--- src/rtl/dc_recon_pkg.sv ---
// Shared definitions for the DC-only reconstruction adder.
// Assumes shape bit 1 selects the narrow width and bit 0 the short height.
package dc_recon_pkg;
    typedef enum logic [1:0] {
        ST_IDLE  = 2'd0,
        ST_SCALE = 2'd1,
        ST_RUN   = 2'd2
    } run_state_t;

    localparam int DIM_FULL = 8;
    localparam int DIM_HALF = 4;
endpackage

--- src/rtl/dc_scale_stage.sv ---
// One scaling stage: y = (M*x + R) >>> S, with the coefficient set picked by sel.
// Assumes ACC_W is wide enough that M*x cannot overflow for the inputs used.
module dc_scale_stage #(
    parameter int ACC_W = 24,
    parameter int MUL0  = 3,
    parameter int RND0  = 1,
    parameter int SHF0  = 1,
    parameter int MUL1  = 17,
    parameter int RND1  = 4,
    parameter int SHF1  = 3
) (
    input  logic                    sel,
    input  logic signed [ACC_W-1:0] x,
    output logic signed [ACC_W-1:0] y
);
    localparam logic signed [ACC_W-1:0] M0 = ACC_W'(MUL0);
    localparam logic signed [ACC_W-1:0] M1 = ACC_W'(MUL1);
    localparam logic signed [ACC_W-1:0] A0 = ACC_W'(RND0);
    localparam logic signed [ACC_W-1:0] A1 = ACC_W'(RND1);

    logic signed [ACC_W-1:0] prod;

    // Multiply, add rounding term, arithmetic shift for the selected set.
    always_comb begin
        if (sel) begin
            prod = x * M1 + A1;
            y    = prod >>> SHF1;
        end else begin
            prod = x * M0 + A0;
            y    = prod >>> SHF0;
        end
    end
endmodule

--- src/rtl/pix_sat_add.sv ---
// Adds a signed offset to an unsigned pixel and clamps to [0, 2^PIX_W-1].
// Assumes ACC_W > PIX_W + 1 so the sum itself cannot wrap.
module pix_sat_add #(
    parameter int PIX_W = 8,
    parameter int ACC_W = 24
) (
    input  logic        [PIX_W-1:0] pix,
    input  logic signed [ACC_W-1:0] ofs,
    output logic        [PIX_W-1:0] res
);
    localparam logic signed [ACC_W-1:0] PMAX = ACC_W'((1 << PIX_W) - 1);

    logic signed [ACC_W-1:0] sum;

    // Widen, add, then clamp to the pixel range.
    always_comb begin
        sum = $signed({{(ACC_W-PIX_W){1'b0}}, pix}) + ofs;
        if (sum < 0)
            res = '0;
        else if (sum > PMAX)
            res = '1;
        else
            res = sum[PIX_W-1:0];
    end
endmodule

--- src/rtl/dc_recon_adder.sv ---
// DC-only inverse transform adder. A start pulse in idle captures dc_in and
// shape; the first stage result registers at that edge, the second at the
// next, then pixels stream through one per cycle with a clamped add.
// Assumes the producer holds pred_pix stable while pred_valid is high.
module dc_recon_adder
    import dc_recon_pkg::*;
#(
    parameter int DC_W  = 16,
    parameter int PIX_W = 8
) (
    input  logic             clk,
    input  logic             rst_n,
    input  logic             start,
    input  logic [DC_W-1:0]  dc_in,
    input  logic [1:0]       shape,
    input  logic             pred_valid,
    output logic             pred_ready,
    input  logic [PIX_W-1:0] pred_pix,
    output logic             out_valid,
    input  logic             out_ready,
    output logic [PIX_W-1:0] out_pix,
    output logic             out_last
);
    localparam int ACC_W  = DC_W + 8;
    localparam int MAXPIX = DIM_FULL * DIM_FULL;
    localparam int CNT_W  = $clog2(MAXPIX + 1);

    run_state_t              state;
    logic [1:0]              shape_q;
    logic signed [ACC_W-1:0] dc_ext, s1_comb, s1_q, s2_comb, s2_q;
    logic [CNT_W-1:0]        cnt, blk_len;
    logic                    fire, at_end;

    assign dc_ext = ACC_W'($signed(dc_in));

    // Width stage: 8 wide uses (3,1,>>1), 4 wide uses (17,4,>>3).
    dc_scale_stage #(.ACC_W(ACC_W), .MUL0(3), .RND0(1), .SHF0(1),
                     .MUL1(17), .RND1(4), .SHF1(3))
        u_stage_w (.sel(shape[1]), .x(dc_ext), .y(s1_comb));

    // Height stage: 8 tall uses (3,16,>>5), 4 tall uses (17,64,>>7).
    dc_scale_stage #(.ACC_W(ACC_W), .MUL0(3), .RND0(16), .SHF0(5),
                     .MUL1(17), .RND1(64), .SHF1(7))
        u_stage_h (.sel(shape_q[0]), .x(s1_q), .y(s2_comb));

    pix_sat_add #(.PIX_W(PIX_W), .ACC_W(ACC_W))
        u_sat (.pix(pred_pix), .ofs(s2_q), .res(out_pix));

    // Pixel count of the captured shape.
    always_comb begin
        blk_len = CNT_W'((shape_q[1] ? DIM_HALF : DIM_FULL) *
                         (shape_q[0] ? DIM_HALF : DIM_FULL));
    end

    assign pred_ready = (state == ST_RUN) && out_ready;
    assign out_valid  = (state == ST_RUN) && pred_valid;
    assign fire       = out_valid && out_ready;
    assign at_end     = (cnt == blk_len - 1'b1);
    assign out_last   = out_valid && at_end;

    // Sequencer: capture, scale, then count pixels to the end of block.
    always_ff @(posedge clk) begin
        if (!rst_n) begin
            state   <= ST_IDLE;
            shape_q <= '0;
            s1_q    <= '0;
            s2_q    <= '0;
            cnt     <= '0;
        end else begin
            case (state)
                ST_IDLE: if (start) begin
                    shape_q <= shape;
                    s1_q    <= s1_comb;
                    state   <= ST_SCALE;
                end
                ST_SCALE: begin
                    s2_q  <= s2_comb;
                    cnt   <= '0;
                    state <= ST_RUN;
                end
                ST_RUN: if (fire) begin
                    cnt <= cnt + 1'b1;
                    if (at_end) state <= ST_IDLE;
                end
                default: state <= ST_IDLE;
            endcase
        end
    end
endmodule

--- config.mk ---
export PLATFORM = sky130hd
export DESIGN_NAME = dc_recon_adder
export DESIGN_NICKNAME = d
export VERILOG_FILES = /design/src/rtl/dc_recon_pkg.sv /design/src/rtl/dc_scale_stage.sv /design/src/rtl/pix_sat_add.sv /design/src/rtl/dc_recon_adder.sv
export SDC_FILE = /design/constraint.sdc
export NUM_CORES = 1
export LEC_CHECK = 0
export ABC_AREA = 0
export BUFFER_PORTS_ARGS = -buffer_cell sky130_fd_sc_hd__buf_4
export CORE_UTILIZATION = 60
export CTS_BUF_LIST = sky130_fd_sc_hd__clkbuf_2 sky130_fd_sc_hd__clkbuf_4 sky130_fd_sc_hd__clkbuf_8
export DETAILED_ROUTE_END_ITERATION = 8
export GPL_TIMING_DRIVEN = 0
export MAX_ROUTING_LAYER = met4
export PLACE_DENSITY = 0.78
export RECOVER_POWER = 50
export SLEW_MARGIN = 5
export SYNTH_ARGS = -nofsm -noshare
export SYNTH_HDL_FRONTEND = slang
export SYNTH_HIERARCHICAL = 1
export SYNTH_SLANG_ARGS = --single-unit
export TNS_END_PERCENT = 5
--- constraint.sdc ---
create_clock -name clk -period 4.46 [get_ports clk]
set_input_delay 0.446 -clock clk [delete_from_list [all_inputs] [get_ports clk]]
set_output_delay 0.446 -clock clk [all_outputs]
set_load 0.005 [all_outputs]
==> results of run 1 <==
routing by layer:
metal	global-route usage	part of all wire	up-vias
li1	-	-	4216
met1	0.316	0.45	3736
met2	0.482	0.49	168
met3	0.0249	0.030	44
met4	0.102	0.029	0
met5	-	0	-
registers in the layout, summed over array words and instances (netlist names):
| signal | flops |
|---|---|
| cnt | 7 |
| s2_q | 24 |
| state | 2 |
| s1_q | 24 |
| shape_q | 2 |
cells by family (layout without fill, tap and decap cells):
logic type | Yosys count | count (layout) | share of synthesized area
AOI/OAI and AO/OA | 333 | 333 | 0.255
and+or+nand+nor | 331 | 331 | 0.175
adders and majority gates | 236 | 236 | 0.320
xor gates and xnor gates | 86 | 86 | 0.0807
buffers and inverters | 60 | 116 | 0.0362
DFF | 59 | 59 | 0.127
muxes | 6 | 6 | 0.00697
layout by cell type (no fill, tap or decap), types with 5 or more instances in the layout:
master / instances
a211oi_1: 14
o211ai_1: 10
a21o_1: 35
a31oi_1: 8
a21boi_1: 17
nor2_1: 40
nand2b_1: 6
ha_1: 232
o21ai_2: 5
xnor2_1: 39
a21oi_1: 81
inv_1: 27
o21bai_1: 8
clkbuf_1: 14
o21ai_0: 49
nor2b_1: 5
dfxtp_1: 59
buf_4: 47
nor3_1: 19
xor2_1: 47
nand3_1: 24
clkbuf_8: 11
a21boi_2: 10
mux2i_1: 5
nand2_2: 21
and3_1: 12
o31ai_1: 7
nand4_1: 12
o21ai_1: 7
a21boi_0: 24
nand2_1: 152
o21a_1: 8
o2111ai_1: 5
path summary, 6_finish.rpt:
kind | from | endpoint | slack, ns | depth (start not counted)
max | s2_q[0] | out_pix[2] | 0.60 | 10
min | start | state[0] | 0.33 | 2
max reg2reg | s1_q[2] | s2_q[19] | 0.70 | 16
min reg2reg | s2_q[7] | s2_q[7] | 0.47 | 2
where the power goes:
group | total, W | internal, W | switching (W)
sequential | 0.000628 | 0.000567 | 0.0000617
combinational | 0.00132 | 0.000585 | 0.000739
clock | 0.000516 | 0.000273 | 0.000243
total | 0.00247 | 0.00142 | 0.00104
critical path, delay by kind of cell, from the launching register on:
kind	cells	cell delay [ns]
AOI/OAI and AO/OA	5	1.32
adders and majority gates	2	0.67
and+or+nand+nor	2	0.55
DFF	1	0.34
buffers and inverters	1	0.17
layout make-up:
cell class / count / area (µm²) / share of cell area
buffer: 32 / 219 / 0.0219
clock buffer: 10 / 138 / 0.0138
clock inverter: 6 / 63.8 / 0.00639
inverter: 28 / 105 / 0.0105
multi-input combinational: 992 / 7750 / 0.776
sequential: 59 / 1180 / 0.118
tap: 188 / 235 / 0.0235
timing repair buffer: 40 / 297 / 0.0297
stage by stage:
step | setup WS (ns) | util | instance area (µm²) | total power, W
2_1_floorplan | 1.09 | - | 9330 | 0.00163
3_3_place_gp | 0.761 | 0.649 | 9870 | 0.00194
3_5_place_dp | 0.712 | 0.649 | 9870 | 0.00195
4_1_cts | 0.610 | 0.662 | 10100 | 0.00249
5_1_grt | 0.375 | 0.657 | 9990 | 0.00267
6_report | 0.605 | 0.657 | 9990 | 0.00247
==> out/qor.csv, run 1 <==
stage;metric;value;unit
global_route;globalRouteOverflowTotal;0;
yosys;synth_top_area_share;0.311;
die;num_io_pins;42;
yosys;synth_commonest_cells;232 x ha_1, 152 x nand2_1, 80 x a21oi_1, 59 x dfxtp_1, 49 x o21ai_0;
setup_path;critPathLaunchType;flip-flop;
timing;fmax;259;MHz
setup_path;crit_required;4.01;ns
clock_tree;postCtsSetupBuffers;0;
clock_tree;cts_hold_buffers;0;
yosys;synth_edf_count;0;
setup_path;cpPeakStageDelay;0.43;ns
job;drv_cap;0;
yosys;synth_area;9330;µm²
drt;vias_per_cell;6.03;
global_route;grt_max_degree;32;
global_route;grt_pass1_vias;7690;
final_layout;fillers;1343;
die;die-height;127;µm
global_route;grtUsageTotal;0.271;
timing;rsz0062_at_grt;no;
timing;hold_violations;0;
placed_design;dp_hpwl;16900;µm
die;initial_core_util;0.614;
drt;wl_per_cell;15.3;µm
timing;holdWs;0.329;ns
yosys;netlist_instances;1111;
final_layout;drive_gt1_frac;0.120;
yosys;synthArstFlopShare;0;
min_path;min_path_type;input pin to flip-flop;
yosys;synth_cell_types;93;
yosys;yosysSeqAreaShare;0.127;
setup_path;critPathMostFrequentCell;a211oi_1;
setup_path;path_cells;ha_1 -> fa_1 -> a211oi_1 -> o211ai_1 -> a41o_1 -> a211oi_1 -> nor3_1 -> nor4_4 -> a21oi_1 -> buf_4;
die;rows;45;
setup_path;cp_slowest_cell;fa_1;
die;dieArea;16100;µm²
final_layout;area_delta_synth_final;7.08;%
yosys;yosysMostFrequentCell;ha_1;
clock_tree;cts_tree;yes;
die;core-area;15200;µm²
yosys;syn_avg_cell_area;8.40;µm²
setup_path;crit_arrival;3.41;ns
drt;vias;8164;
yosys;synth-seq-cells;59;
clock_tree;cts_num_sinks;59;
placed_design;placed_cells;1339;
power_and_ir_drop;vdd.ir_drop.worst;0.122;mV
setup_path;crit_fanout;8;
timing;setup_viol;0;
yosys;synth_nets;1378;
global_route;grt_pass1_wl;34700;µm
drt;drtPass1Iterations;5;
status;status;finished clean;
power_and_ir_drop;p_per_area;247;nW/µm²
final_layout;fin_cells;1355;
timing;finalClockSkew;0.00896;ns
setup_path;end_kind;output pin;
placed_design;numPortBuffers;40;
clock_tree;clk_latency;0.36;ns
clock_tree;cts_resized;0;
clock_tree;clock_tree.root_cell;clkbuf_8;
yosys;yosys_warnings;6;
drt;drc_errors;0;
drt;wl;20700;µm
clock_tree;path_clk_slew;0.08;ns
timing;period_share;0.864;
yosys;synth_area_leader_cell;ha_1;
drt;drtIter0Drc;376;
final_layout;nets;1429;
die;die_x;127;µm
timing;period_needed;3.86;ns
clock_tree;h-tree-depth;3;
timing;tightest_slew;0.598;ns
setup_path;setup.worst_path.class;flip-flop to output pin;
global_route;antenna_found_initial;0;
clock_tree;cts_buffers;9;
yosys;synth_ff_type;dfxtp_1;
yosys;synth_area_leaders;ha_1 31%, dfxtp_1 13%, nand2_1 6.1%, xor2_1 4.4%, a21oi_1 4.3%;
timing;tns;0;ns
power_and_ir_drop;p_leak;4.92;nW
placed_design;place.gp.congestion;0.953;
clock_tree;clockBufferDepth;2;
timing;relSlewSlack;0.600;
timing;finalMaxSlewViolations;0;
final_layout;diodes;0;
drt;final_antenna_net_count;0;
(Power assumes the default switching activity.)
==> run 2, diff against run 1 <==
ABC_AREA = not set   (was 0)
CORE_ASPECT_RATIO = 2   (was not set)
==> run 2 against run 1 <==
Against the previous run:
- non-clock buffer count did not move
- worst setup slack got worse by 0.039 ns
- clock skew rose by 0.0040 ns
- register-to-register slack barely moved
- cell area barely moved
- via count rose by 1.3%
- first-iteration DRC count fell by 37%
- largest cell class unchanged
- sequential cell count did not move
- sequential share of layout area barely moved
- critical path depth did not move
==> out/qor.csv, run 2 (synthesized netlist as in run 1, its figures left out) <==
stage;metric;value;unit
status;status;finished clean;
clock_tree;cts_tree;yes;
final_layout;drive_gt1_frac;0.120;
setup_path;cpPeakStageDelay;0.46;ns
die;initial_core_util;0.613;
die;dieArea;16100;µm²
clock_tree;cts_hold_buffers;0;
timing;finalMaxSlewViolations;0;
setup_path;timing.rr.start;s1_q[2];
global_route;grt_pass1_vias;8419;
timing;tns;0;ns
setup_path;cp-startpoint;s2_q[0];
drt;wl_per_cell;16.4;µm
timing;rsz0062_at_grt;no;
final_layout;diodes;0;
min_path;holdPathStages;3;
setup_path;crit_arrival;3.45;ns
clock_tree;clockBufferDepth;2;
timing;period_share;0.873;
clock_tree;clock_tree.root_cell;clkbuf_8;
setup_path;critPathCapture;out_pix[4];
power_and_ir_drop;p_leak;4.92;nW
setup_path;critPathMostFrequentCell;a211oi_1;
drt;drtIter0Drc;236;
timing;fmax;257;MHz
final_layout;area_delta_synth_final;7.07;%
clock_tree;cts_num_sinks;59;
power_and_ir_drop;vdd.ir_drop.worst;0.111;mV
clock_tree;cts_resized;0;
global_route;antenna_found_initial;0;
drt;wl;22300;µm
final_layout;fin_cells;1364;
timing;finalClockSkew;0.0129;ns
final_layout;final_common_cell;ha_1;
global_route;grt_pass1_wl;36500;µm
timing;setup_viol;0;
timing;relSlewSlack;0.584;
global_route;globalRouteOverflowTotal;0;
setup_path;cp_slowest_cell;nor4_4;
die;die_x;90.2;µm
setup_path;crit_required;4.01;ns
placed_design;numPortBuffers;40;
power_and_ir_drop;power.total;0.00242;W
timing;hold_violations;0;
drt;final_antenna_net_count;0;
setup_path;path_cells;ha_1 -> fa_1 -> a211oi_1 -> o211ai_1 -> a41o_1 -> a211oi_1 -> nor3_1 -> nor4_4 -> a21oi_1 -> buf_4;
power_and_ir_drop;p_per_area;242;nW/µm²
timing;period_needed;3.89;ns
clock_tree;clk_latency;0.36;ns
die;rows;64;
clock_tree;postCtsSetupBuffers;0;
setup_path;end_kind;output pin;
global_route;grtUsageTotal;0.289;
drt;drtPass1Iterations;5;
drt;vias_per_cell;6.06;
min_path;min_path_type;input pin to flip-flop;
placed_design;place.gp.congestion;0.926;
final_layout;reg_top3;s1_q: 24 flops, s2_q: 24 flops, cnt: 7 flops;
clock_tree;path_clk_slew;0.06;ns
setup_path;rr_endpoint;s2_q[20];
job;drv_cap;0;
placed_design;dp_hpwl;18800;µm
final_layout;nets;1429;
clock_tree;cts_buffers;9;
setup_path;setup.worst_path.class;flip-flop to output pin;
drt;drc_errors;0;
die;core-area;15200;µm²
die;num_io_pins;42;
setup_path;crit_fanout;8;
global_route;grt_max_degree;32;
clock_tree;h-tree-depth;3;
setup_path;ff2ff_path_depth;16;
setup_path;rrSetupSlack;0.71;ns
setup_path;critPathLaunchType;flip-flop;
placed_design;placed_cells;1349;
timing;tightest_slew;0.623;ns
final_layout;layout_common_cells;232 x ha_1, 152 x nand2_1, 81 x a21oi_1;
drt;vias;8267;
die;die-height;178;µm
[run 2: changes by cell type in the layout (fill, tap and decap cells not counted), sizes merged]
cell	delta
bufinv	-1
clkbuf	+3
inv	-1
clkinvlp	-2
[run 2: final cells by class]
cell class | instances | area, µm²
Buffer | 32 | 226
Fill cell | 1392 | 5220
Inverter | 28 | 105
Timing Repair Buffer | 40 | 293
Clock inverter | 2 | 10.0
Sequential cell | 59 | 1180
Multi-Input combinational cell | 992 | 7760
Clock buffer | 13 | 173
Tap cell | 198 | 248
[run 2: layer usage]
layer  up-vias  GRT usage  part of all wire
met4         0      0.183             0.059
met2       130      0.614              0.58
li1       4208          -                 -
met5         -          -                 0
met3        81     0.0264             0.017
met1      3848      0.225              0.34
[run 2: worst min-delay path by stage]
stage / from / endpoint / slack (ns)
floorplan: s2_q[11] / s2_q[11] / 0.43
global placement: s2_q[11] / s2_q[11] / 0.44
detailed placement: s2_q[11] / s2_q[11] / 0.45
CTS: shape[0] / shape_q[0] / 0.32
global route: shape[0] / shape_q[0] / 0.32
finish: shape[0] / shape_q[0] / 0.33
[run 2: per-stage QoR]
step                 util  cell area [µm²]  hold slack (ns)  worst slack [ns]
finish              0.657             9990            0.335             0.565
global route        0.657             9990            0.323             0.316
CTS                 0.661            10100            0.324             0.574
detailed placement  0.649             9880            0.451             0.690
global placement    0.649             9880            0.439             0.698
floorplan               -             9330            0.432              1.09
[run 2: power by group]
part | switching [W] | total [W] | internal (W)
clock | 0.000211 | 0.000459 | 0.000248
combinational | 0.000742 | 0.00133 | 0.000591
sequential | 0.0000599 | 0.000627 | 0.000567
total | 0.00101 | 0.00242 | 0.00141
[run 2: critical path: cells and delay by family (launching register included)]
family	cells	cell delay, ns
DFF	1	0.31
adders and majority gates	2	0.66
and+or+nand+nor	2	0.60
AOI/OAI and AO/OA	5	1.35
buffers and inverters	1	0.17
